**config.mk**
```make
export PLATFORM = sky130hd
export DESIGN_NAME = rng_mmu
export DESIGN_NICKNAME = d
export VERILOG_FILES = /design/src/rtl/rng_mmu_pkg.sv /design/src/rtl/rng_desc_bank.sv /design/src/rtl/rng_matcher.sv /design/src/rtl/rng_ctrl.sv /design/src/rtl/rng_mmu.sv
export SDC_FILE = /design/constraint.sdc
export NUM_CORES = 2
export LEC_CHECK = 0
export BUFFER_PORTS_ARGS = -buffer_cell sky130_fd_sc_hd__buf_2
export CORE_ASPECT_RATIO = 1.75
export CORE_UTILIZATION = 23
export DETAILED_ROUTE_END_ITERATION = 6
export SLEW_MARGIN = 5
export SYNTH_ARGS = -nofsm -noshare
export SYNTH_HDL_FRONTEND = slang
export SYNTH_SLANG_ARGS = --single-unit
```
**constraint.sdc**
```tcl
create_clock -name clk -period 18.05 [get_ports clk]
set_input_delay 3.61 -clock clk [delete_from_list [all_inputs] [get_ports clk]]
set_output_delay 3.61 -clock clk [all_outputs]
set_load 0.03 [all_outputs]
```
**src/rtl/rng_mmu_pkg.sv**
```systemverilog
package rng_mmu_pkg;

    typedef enum logic [1:0] {
        CM_FULL    = 2'd0,
        CM_WTHRU   = 2'd1,
        CM_INHIBIT = 2'd2,
        CM_RSVD    = 2'd3
    } cache_mode_e;

    typedef enum logic [1:0] {
        AC_NONE  = 2'd0,
        AC_SUPER = 2'd1,
        AC_ALL   = 2'd2,
        AC_RSVD  = 2'd3
    } access_e;

    typedef enum logic [1:0] {
        FC_OK    = 2'd0,
        FC_MISS  = 2'd1,
        FC_PRIV  = 2'd2,
        FC_WPROT = 2'd3
    } fault_e;

    typedef enum logic [1:0] {
        ST_IDLE   = 2'd0,
        ST_SEARCH = 2'd1,
        ST_REPLY  = 2'd2
    } state_e;

endpackage

```
**src/rtl/rng_desc_bank.sv**
```systemverilog
module rng_desc_bank
    import rng_mmu_pkg::*;
#(
    parameter int N     = 16,
    parameter int PG_W  = 20,
    parameter int CNT_W = 4,
    localparam int IDX_W = $clog2(N)
) (
    input  logic                       clk,
    input  logic                       rst_n,
    input  logic                       cfg_we,
    input  logic [IDX_W-1:0]           cfg_idx,
    input  logic [PG_W-1:0]            cfg_start,
    input  logic [PG_W-1:0]            cfg_len,
    input  logic [PG_W-1:0]            cfg_target,
    input  logic [1:0]                 cfg_cache,
    input  logic [1:0]                 cfg_acc,
    input  logic                       cfg_ro,
    input  logic                       upd_en,
    input  logic [IDX_W-1:0]           upd_idx,
    input  logic                       upd_dirty,
    input  logic [IDX_W-1:0]           rd_idx,
    output logic [N-1:0][PG_W-1:0]     d_start,
    output logic [N-1:0][PG_W-1:0]     d_len,
    output logic [N-1:0][PG_W-1:0]     d_target,
    output logic [N-1:0][1:0]          d_cache,
    output logic [N-1:0][1:0]          d_acc,
    output logic [N-1:0]               d_ro,
    output logic [CNT_W-1:0]           rd_count,
    output logic                       rd_dirty
);

    localparam logic [CNT_W-1:0] CNT_MAX = {CNT_W{1'b1}};

    logic [N-1:0][CNT_W-1:0] cnt_arr;
    logic [N-1:0]            dirty_arr;

    for (genvar i = 0; i < N; i++) begin : g_ent
        localparam logic [IDX_W-1:0] MY_IDX = IDX_W'(i);
        logic [CNT_W-1:0] cnt;
        logic             dirty;
        logic             load;
        logic             touch;

        assign load  = cfg_we && (cfg_idx == MY_IDX);
        assign touch = upd_en && (upd_idx == MY_IDX);

        always_ff @(posedge clk) begin
            if (!rst_n) begin
                d_start[i]  <= '0;
                d_len[i]    <= '0;
                d_target[i] <= '0;
                d_cache[i]  <= CM_INHIBIT;
                d_acc[i]    <= AC_NONE;
                d_ro[i]     <= 1'b0;
                cnt         <= '0;
                dirty       <= 1'b0;
            end else if (load) begin
                d_start[i]  <= cfg_start;
                d_len[i]    <= cfg_len;
                d_target[i] <= cfg_target;
                d_cache[i]  <= cfg_cache;
                d_acc[i]    <= cfg_acc;
                d_ro[i]     <= cfg_ro;
                cnt         <= '0;
                dirty       <= 1'b0;
            end else if (touch) begin
                if (cnt != CNT_MAX) begin
                    cnt <= cnt + 1'b1;
                end
                if (upd_dirty) begin
                    dirty <= 1'b1;
                end
            end
        end

        assign cnt_arr[i]   = cnt;
        assign dirty_arr[i] = dirty;
    end

    assign rd_count = cnt_arr[rd_idx];
    assign rd_dirty = dirty_arr[rd_idx];

endmodule

```
**src/rtl/rng_matcher.sv**
```systemverilog
module rng_matcher #(
    parameter int N    = 16,
    parameter int PG_W = 20,
    localparam int IDX_W = $clog2(N)
) (
    input  logic [PG_W-1:0]        page,
    input  logic [N-1:0][PG_W-1:0] d_start,
    input  logic [N-1:0][PG_W-1:0] d_len,
    output logic                   hit,
    output logic [IDX_W-1:0]       hit_idx,
    output logic [PG_W-1:0]        offset
);

    logic [N-1:0]            in_rng;
    logic [N-1:0][PG_W-1:0]  off_arr;

    for (genvar i = 0; i < N; i++) begin : g_cmp
        assign off_arr[i] = page - d_start[i];
        assign in_rng[i]  = (page >= d_start[i]) && (off_arr[i] < d_len[i]);
    end

    // Scan from the top so the lowest matching index is written last.
    always_comb begin
        hit     = 1'b0;
        hit_idx = '0;
        offset  = '0;
        for (int j = N - 1; j >= 0; j--) begin
            if (in_rng[j]) begin
                hit     = 1'b1;
                hit_idx = IDX_W'(j);
                offset  = off_arr[j];
            end
        end
    end

endmodule

```
**src/rtl/rng_ctrl.sv**
```systemverilog
module rng_ctrl
    import rng_mmu_pkg::*;
#(
    parameter int N     = 16,
    parameter int PG_W  = 20,
    parameter int OFF_W = 12,
    localparam int IDX_W = $clog2(N),
    localparam int AW    = PG_W + OFF_W
) (
    input  logic                    clk,
    input  logic                    rst_n,
    input  logic                    req_valid,
    input  logic [AW-1:0]           req_addr,
    input  logic                    req_write,
    input  logic                    req_super,
    output logic                    req_ready,
    output logic [PG_W-1:0]         cap_page,
    input  logic                    m_hit,
    input  logic [IDX_W-1:0]        m_idx,
    input  logic [PG_W-1:0]         m_offset,
    input  logic [N-1:0][PG_W-1:0]  d_target,
    input  logic [N-1:0][1:0]       d_cache,
    input  logic [N-1:0][1:0]       d_acc,
    input  logic [N-1:0]            d_ro,
    output logic                    upd_en,
    output logic [IDX_W-1:0]        upd_idx,
    output logic                    upd_dirty,
    output logic                    rsp_valid,
    output logic [AW-1:0]           rsp_paddr,
    output logic [1:0]              rsp_cache,
    output logic                    rsp_fault,
    output logic [1:0]              rsp_cause
);

    state_e state, nxt;

    logic [OFF_W-1:0] cap_off;
    logic             cap_wr;
    logic             cap_sup;

    fault_e           cause_c;
    logic [AW-1:0]    paddr_c;
    logic [1:0]       cache_c;
    logic [1:0]       sel_acc;
    logic [1:0]       sel_cache;

    logic             hit_q;
    logic [IDX_W-1:0] idx_q;
    logic             wr_ok_q;

    // State register
    always_ff @(posedge clk) begin
        if (!rst_n) begin
            state <= ST_IDLE;
        end else begin
            state <= nxt;
        end
    end

    // Transitions: accept, resolve, retire
    always_comb begin
        nxt = state;
        unique case (state)
            ST_IDLE:   nxt = req_valid ? ST_SEARCH : ST_IDLE;
            ST_SEARCH: nxt = ST_REPLY;
            ST_REPLY:  nxt = ST_IDLE;
            default:   nxt = ST_IDLE;
        endcase
    end

    // Request capture on accept
    always_ff @(posedge clk) begin
        if (!rst_n) begin
            cap_page <= '0;
            cap_off  <= '0;
            cap_wr   <= 1'b0;
            cap_sup  <= 1'b0;
        end else if (state == ST_IDLE && req_valid) begin
            cap_page <= req_addr[AW-1:OFF_W];
            cap_off  <= req_addr[OFF_W-1:0];
            cap_wr   <= req_write;
            cap_sup  <= req_super;
        end
    end

    // Decision on the winning region
    always_comb begin
        sel_acc   = d_acc[m_idx];
        sel_cache = d_cache[m_idx];
        if (!m_hit) begin
            cause_c = FC_MISS;
        end else if (sel_acc == AC_NONE || sel_acc == AC_RSVD) begin
            cause_c = FC_PRIV;
        end else if (sel_acc == AC_SUPER && !cap_sup) begin
            cause_c = FC_PRIV;
        end else if (cap_wr && d_ro[m_idx]) begin
            cause_c = FC_WPROT;
        end else begin
            cause_c = FC_OK;
        end

        if (cause_c != FC_OK) begin
            paddr_c = '0;
            cache_c = CM_INHIBIT;
        end else begin
            paddr_c = {d_target[m_idx] + m_offset, cap_off};
            cache_c = (sel_cache == CM_RSVD) ? CM_INHIBIT : sel_cache;
        end
    end

    // Result register, loaded on resolve
    always_ff @(posedge clk) begin
        if (!rst_n) begin
            rsp_paddr <= '0;
            rsp_cache <= CM_INHIBIT;
            rsp_fault <= 1'b0;
            rsp_cause <= FC_OK;
            hit_q     <= 1'b0;
            idx_q     <= '0;
            wr_ok_q   <= 1'b0;
        end else if (state == ST_SEARCH) begin
            rsp_paddr <= paddr_c;
            rsp_cache <= cache_c;
            rsp_fault <= (cause_c != FC_OK);
            rsp_cause <= cause_c;
            hit_q     <= m_hit;
            idx_q     <= m_idx;
            wr_ok_q   <= cap_wr && (cause_c == FC_OK);
        end
    end

    // Outputs by state
    always_comb begin
        req_ready = (state == ST_IDLE);
        rsp_valid = (state == ST_REPLY);
        upd_en    = (state == ST_REPLY) && hit_q;
        upd_idx   = idx_q;
        upd_dirty = wr_ok_q;
    end

endmodule

```
**src/rtl/rng_mmu.sv**
```systemverilog
module rng_mmu #(
    parameter int NUM_DESC   = 16,
    parameter int ADDR_W     = 32,
    parameter int PAGE_SHIFT = 12,
    parameter int CNT_W      = 4,
    localparam int PG_W  = ADDR_W - PAGE_SHIFT,
    localparam int IDX_W = $clog2(NUM_DESC)
) (
    input  logic               clk,
    input  logic               rst_n,
    input  logic               req_valid,
    input  logic [ADDR_W-1:0]  req_addr,
    input  logic               req_write,
    input  logic               req_super,
    output logic               req_ready,
    output logic               rsp_valid,
    output logic [ADDR_W-1:0]  rsp_paddr,
    output logic [1:0]         rsp_cache,
    output logic               rsp_fault,
    output logic [1:0]         rsp_cause,
    input  logic               cfg_we,
    input  logic [IDX_W-1:0]   cfg_idx,
    input  logic [PG_W-1:0]    cfg_start,
    input  logic [PG_W-1:0]    cfg_len,
    input  logic [PG_W-1:0]    cfg_target,
    input  logic [1:0]         cfg_cache,
    input  logic [1:0]         cfg_acc,
    input  logic               cfg_ro,
    input  logic [IDX_W-1:0]   rd_idx,
    output logic [CNT_W-1:0]   rd_count,
    output logic               rd_dirty
);

    logic [NUM_DESC-1:0][PG_W-1:0] d_start;
    logic [NUM_DESC-1:0][PG_W-1:0] d_len;
    logic [NUM_DESC-1:0][PG_W-1:0] d_target;
    logic [NUM_DESC-1:0][1:0]      d_cache;
    logic [NUM_DESC-1:0][1:0]      d_acc;
    logic [NUM_DESC-1:0]           d_ro;

    logic [PG_W-1:0]  cap_page;
    logic             m_hit;
    logic [IDX_W-1:0] m_idx;
    logic [PG_W-1:0]  m_offset;
    logic             upd_en;
    logic [IDX_W-1:0] upd_idx;
    logic             upd_dirty;

    rng_desc_bank #(.N(NUM_DESC), .PG_W(PG_W), .CNT_W(CNT_W)) u_bank (
        .clk        (clk),
        .rst_n      (rst_n),
        .cfg_we     (cfg_we),
        .cfg_idx    (cfg_idx),
        .cfg_start  (cfg_start),
        .cfg_len    (cfg_len),
        .cfg_target (cfg_target),
        .cfg_cache  (cfg_cache),
        .cfg_acc    (cfg_acc),
        .cfg_ro     (cfg_ro),
        .upd_en     (upd_en),
        .upd_idx    (upd_idx),
        .upd_dirty  (upd_dirty),
        .rd_idx     (rd_idx),
        .d_start    (d_start),
        .d_len      (d_len),
        .d_target   (d_target),
        .d_cache    (d_cache),
        .d_acc      (d_acc),
        .d_ro       (d_ro),
        .rd_count   (rd_count),
        .rd_dirty   (rd_dirty)
    );

    rng_matcher #(.N(NUM_DESC), .PG_W(PG_W)) u_match (
        .page    (cap_page),
        .d_start (d_start),
        .d_len   (d_len),
        .hit     (m_hit),
        .hit_idx (m_idx),
        .offset  (m_offset)
    );

    rng_ctrl #(.N(NUM_DESC), .PG_W(PG_W), .OFF_W(PAGE_SHIFT)) u_ctrl (
        .clk       (clk),
        .rst_n     (rst_n),
        .req_valid (req_valid),
        .req_addr  (req_addr),
        .req_write (req_write),
        .req_super (req_super),
        .req_ready (req_ready),
        .cap_page  (cap_page),
        .m_hit     (m_hit),
        .m_idx     (m_idx),
        .m_offset  (m_offset),
        .d_target  (d_target),
        .d_cache   (d_cache),
        .d_acc     (d_acc),
        .d_ro      (d_ro),
        .upd_en    (upd_en),
        .upd_idx   (upd_idx),
        .upd_dirty (upd_dirty),
        .rsp_valid (rsp_valid),
        .rsp_paddr (rsp_paddr),
        .rsp_cache (rsp_cache),
        .rsp_fault (rsp_fault),
        .rsp_cause (rsp_cause)
    );

endmodule

```
==> results.toml <==
[outcome]
status = "finished, violations left"
violations = "capacitance limit"

[synth]
ys_seq_area_share_pct = 31.6
synth_cell_types = 95
synth_nets = 10900
synth_warnings = 0
synthesis.area_sq_mm = 0.0759
ys_ff_latch = 1199
synth_edf_count = 0
ys_async_sr_fraction_pct = 0
synthFlopType = "dfxtp_1"
syn_area_per_cell_sq_um = 7.48
synthCells = 10100

[clock_network]
tritoncts = "built"
max-clock-path-buffers = 4
post-cts-setup-buffers = 0
insertion_delay_ns = 0.86
numCtsBuffers = 141
cts-hold-fix-buffers = 0
clkTransAtPathRegs_ns = 0.06
cts.repair.resized = 0
cts_max_level = 4
cts_root_buf = "clkbuf_16"
clock_sinks = 1199

[critical_path]
required_ns = 18.77
cp-end-kind = "flop"
cpPeakStageDelay_ns = 0.84
crit_path_start_kind = "flop"
slowest_stage = "a2111oi_0"
crit_type = "reg -> reg"
critPathArrivalTime_ns = 12.92
cp_max_fo = 57

[global_route]
globalRouteOverflowTotal = 0
antenna_found_initial = 74
grt_pass1_vias = 69600
grt_pass1_wl_mm = 477
grt_usage_pct = 19.4
grt_max_degree = 176

[route]
drt_iter0_markers = 5752
final_antenna_net_count = 0
vias = 72400
drtPass1Iterations = 6
drc = 0
routed_via_density = 5.03
wl_mm = 336
wl_per_cell_um = 23.3

[floorplan]
rows = 278
die-height_um = 762
ioPinCount = 155
core_area_sq_mm = 0.328
dieArea_sq_mm = 0.332
start_util_pct = 23.1
die_x_um = 436

[timing]
layout_min_cycle_time_ns = 12.20
clock-skew-final_ns = 0.0802
fmax_ghz = 0.0820
setup_viol = 0
tightest_slew_ns = 1.45
slew_headroom_pct = 0.690
fin_tns_setup_ns = 0
slew_viol_final = 0
rsz0062_at_grt = "false"
post-route-period-util_pct = 67.6
hold_violations = 0

[layout]
final_common_cell = "nand2_1"
layout-drive-gt1-share_pct = 6.21
num-fill-cells = 35800
design_area_sq_mm = 0.0857
area_growth_pct = 12.9
most-common-layout-cells = "nand2_1, dfxtp_1, a21boi_0"
fin_nets = 10700

[pwr]
cellInternalPower_mw = 6.27
p_leak_nw = 30.2
power_switching_mw = 5.66
clkPwrFrac_pct = 24.7
vdd_drop_max_v = 0.000277
power_density_mw_per_mm2 = 139
swShare_pct = 47.5
seqPwrFrac_pct = 23.0
pwr-share-comb_pct = 52.2
total_power_mw = 11.9

[min_path]
min_path_type = "reg -> reg"

[placed_design]
dp_hpwl_mm = 232
port_buffers = 154
place_area_sq_mm = 0.0811
gp_congestion = 1.01

[job]
cap_violations = 1
-- metrics by stage --
stage | hold slack, ns | util [%] | setup slack (ns) | std cells
after floorplan | 0.431 | - | 7.78 | 10100
after global placement | 0.435 | 24.7 | 6.12 | 14100
after detailed placement | 0.443 | 24.7 | 6.05 | 14100
after CTS | 0.453 | 26.1 | 6.01 | 14400
after global routing | 0.463 | 26.1 | 5.27 | 14400
final | 0.450 | 26.1 | 5.85 | 14400
-- state kept, by name, indices dropped and copies added (netlist names) --
signal              cells
u_ctrl.rsp_paddr       32
u_bank.d_start        320
u_bank.d_target       320
u_bank.d_ro            16
u_ctrl.hit_q            1
u_bank.g_ent.cnt       64
u_ctrl.cap_sup          1
u_ctrl.state            2
u_ctrl.cap_wr           1
u_bank.d_acc           32
u_bank.d_cache         32
u_ctrl.rsp_cache        2
u_ctrl.cap_off         12
u_bank.d_len          320
u_ctrl.upd_dirty        1
u_ctrl.rsp_fault        1
u_ctrl.rsp_cause        2
u_bank.g_ent.dirty     16
u_ctrl.cap_page        20
u_ctrl.upd_idx          4
-- critical path: cells and delay by family, from the launching register on --
| family | cells | cell delay [ns] |
|---|---|---|
| XOR/XNOR | 3 | 0.67 |
| buffers and inverters | 6 | 1.86 |
| adder cells (fa/ha/maj) | 4 | 1.27 |
| AND/OR/NAND/NOR | 8 | 0.93 |
| AO/OA/AOI/OAI | 26 | 6.95 |
| flip-flops | 1 | 0.31 |
-- area by class of cell --
cell class                 instances  area [sq um]  share of cell area [%]
multi-input combinational       7594         47100                    55.0
sequential                      1199         24000                    28.0
tap                             4340          5430                    6.34
clock buffer                     205          4100                    4.79
inverter                         715          2680                    3.13
timing repair buffer             288          1820                    2.13
clock inverter                    34           424                   0.495
antenna                           28          70.1                  0.0818
-- cells in the mapped netlist (49+ instances only) --
| cell type | n | share of area [%] |
|---|---|---|
| nand2_1 | 2867 | 14 |
| dfxtp_1 | 1199 | 32 |
| a21boi_0 | 1075 | 11 |
| inv_1 | 714 | 3.5 |
| ha_1 | 660 | 11 |
| clkbuf_1 | 581 | 2.9 |
| a21oi_1 | 403 | 2.7 |
| nor2_1 | 341 | 1.7 |
| nand3_1 | 278 | 1.8 |
| o21ai_0 | 241 | 1.6 |
| xnor2_1 | 210 | 2.4 |
| a21o_1 | 144 | 1.4 |
| xor2_1 | 99 | 1.1 |
| a31oi_1 | 95 | 0.78 |
| nor3_1 | 95 | 0.63 |
| nand4_1 | 86 | 0.71 |
| and3_1 | 84 | 0.69 |
| a211oi_1 | 81 | 0.80 |
| o21a_1 | 74 | 0.73 |
| nor2b_1 | 49 | 0.40 |
-- cells by family after synthesis --
group / count (synthesis) / synth area share (%)
DFF: 1199 / 31.6
buffers and inverters: 1347 / 6.70
muxes: 76 / 1.44
xor gates and xnor gates: 309 / 3.57
adders and majority gates: 677 / 11.3
and+or+nand+nor: 3966 / 21.6
AOI/OAI and AO/OA: 2566 / 23.7
-- metal layers --
metal	GRT usage (%)	wire (um)	part of all wire, %	vias up
met4	17.6	34700	10	52
met5	0	334	0.099	-
met2	33.3	159000	47	2901
li1	-	-	-	33900
met3	4.29	24400	7.3	1256
met1	19.7	117000	35	34200
-- power groups by stage --
| stage | Combinational [mW] | Clock [mW] | Sequential [mW] |
|---|---|---|---|
| after floorplan | 3.66 | 0 | 2.84 |
| after global placement | 6.06 | 0 | 2.80 |
| after detailed placement | 6.04 | 0 | 2.80 |
| after CTS | 6.08 | 3.00 | 2.75 |
| after global routing | 6.52 | 3.08 | 2.75 |
| final | 6.23 | 2.95 | 2.75 |
-- worst paths after layout --
kind / from / to / slack [ns] / cells past startpoint
worst max-delay path: u_ctrl.cap_page[0] / u_ctrl.rsp_paddr[31] / 5.85 / 47
worst min-delay path: u_ctrl.rsp_paddr[18] / u_ctrl.rsp_paddr[18] / 0.45 / 2
worst max register to register: u_ctrl.cap_page[0] / u_ctrl.rsp_paddr[31] / 5.85 / 47
worst min register to register: u_ctrl.rsp_paddr[18] / u_ctrl.rsp_paddr[18] / 0.45 / 2
Note: power is estimated with default switching activity, not from simulation.
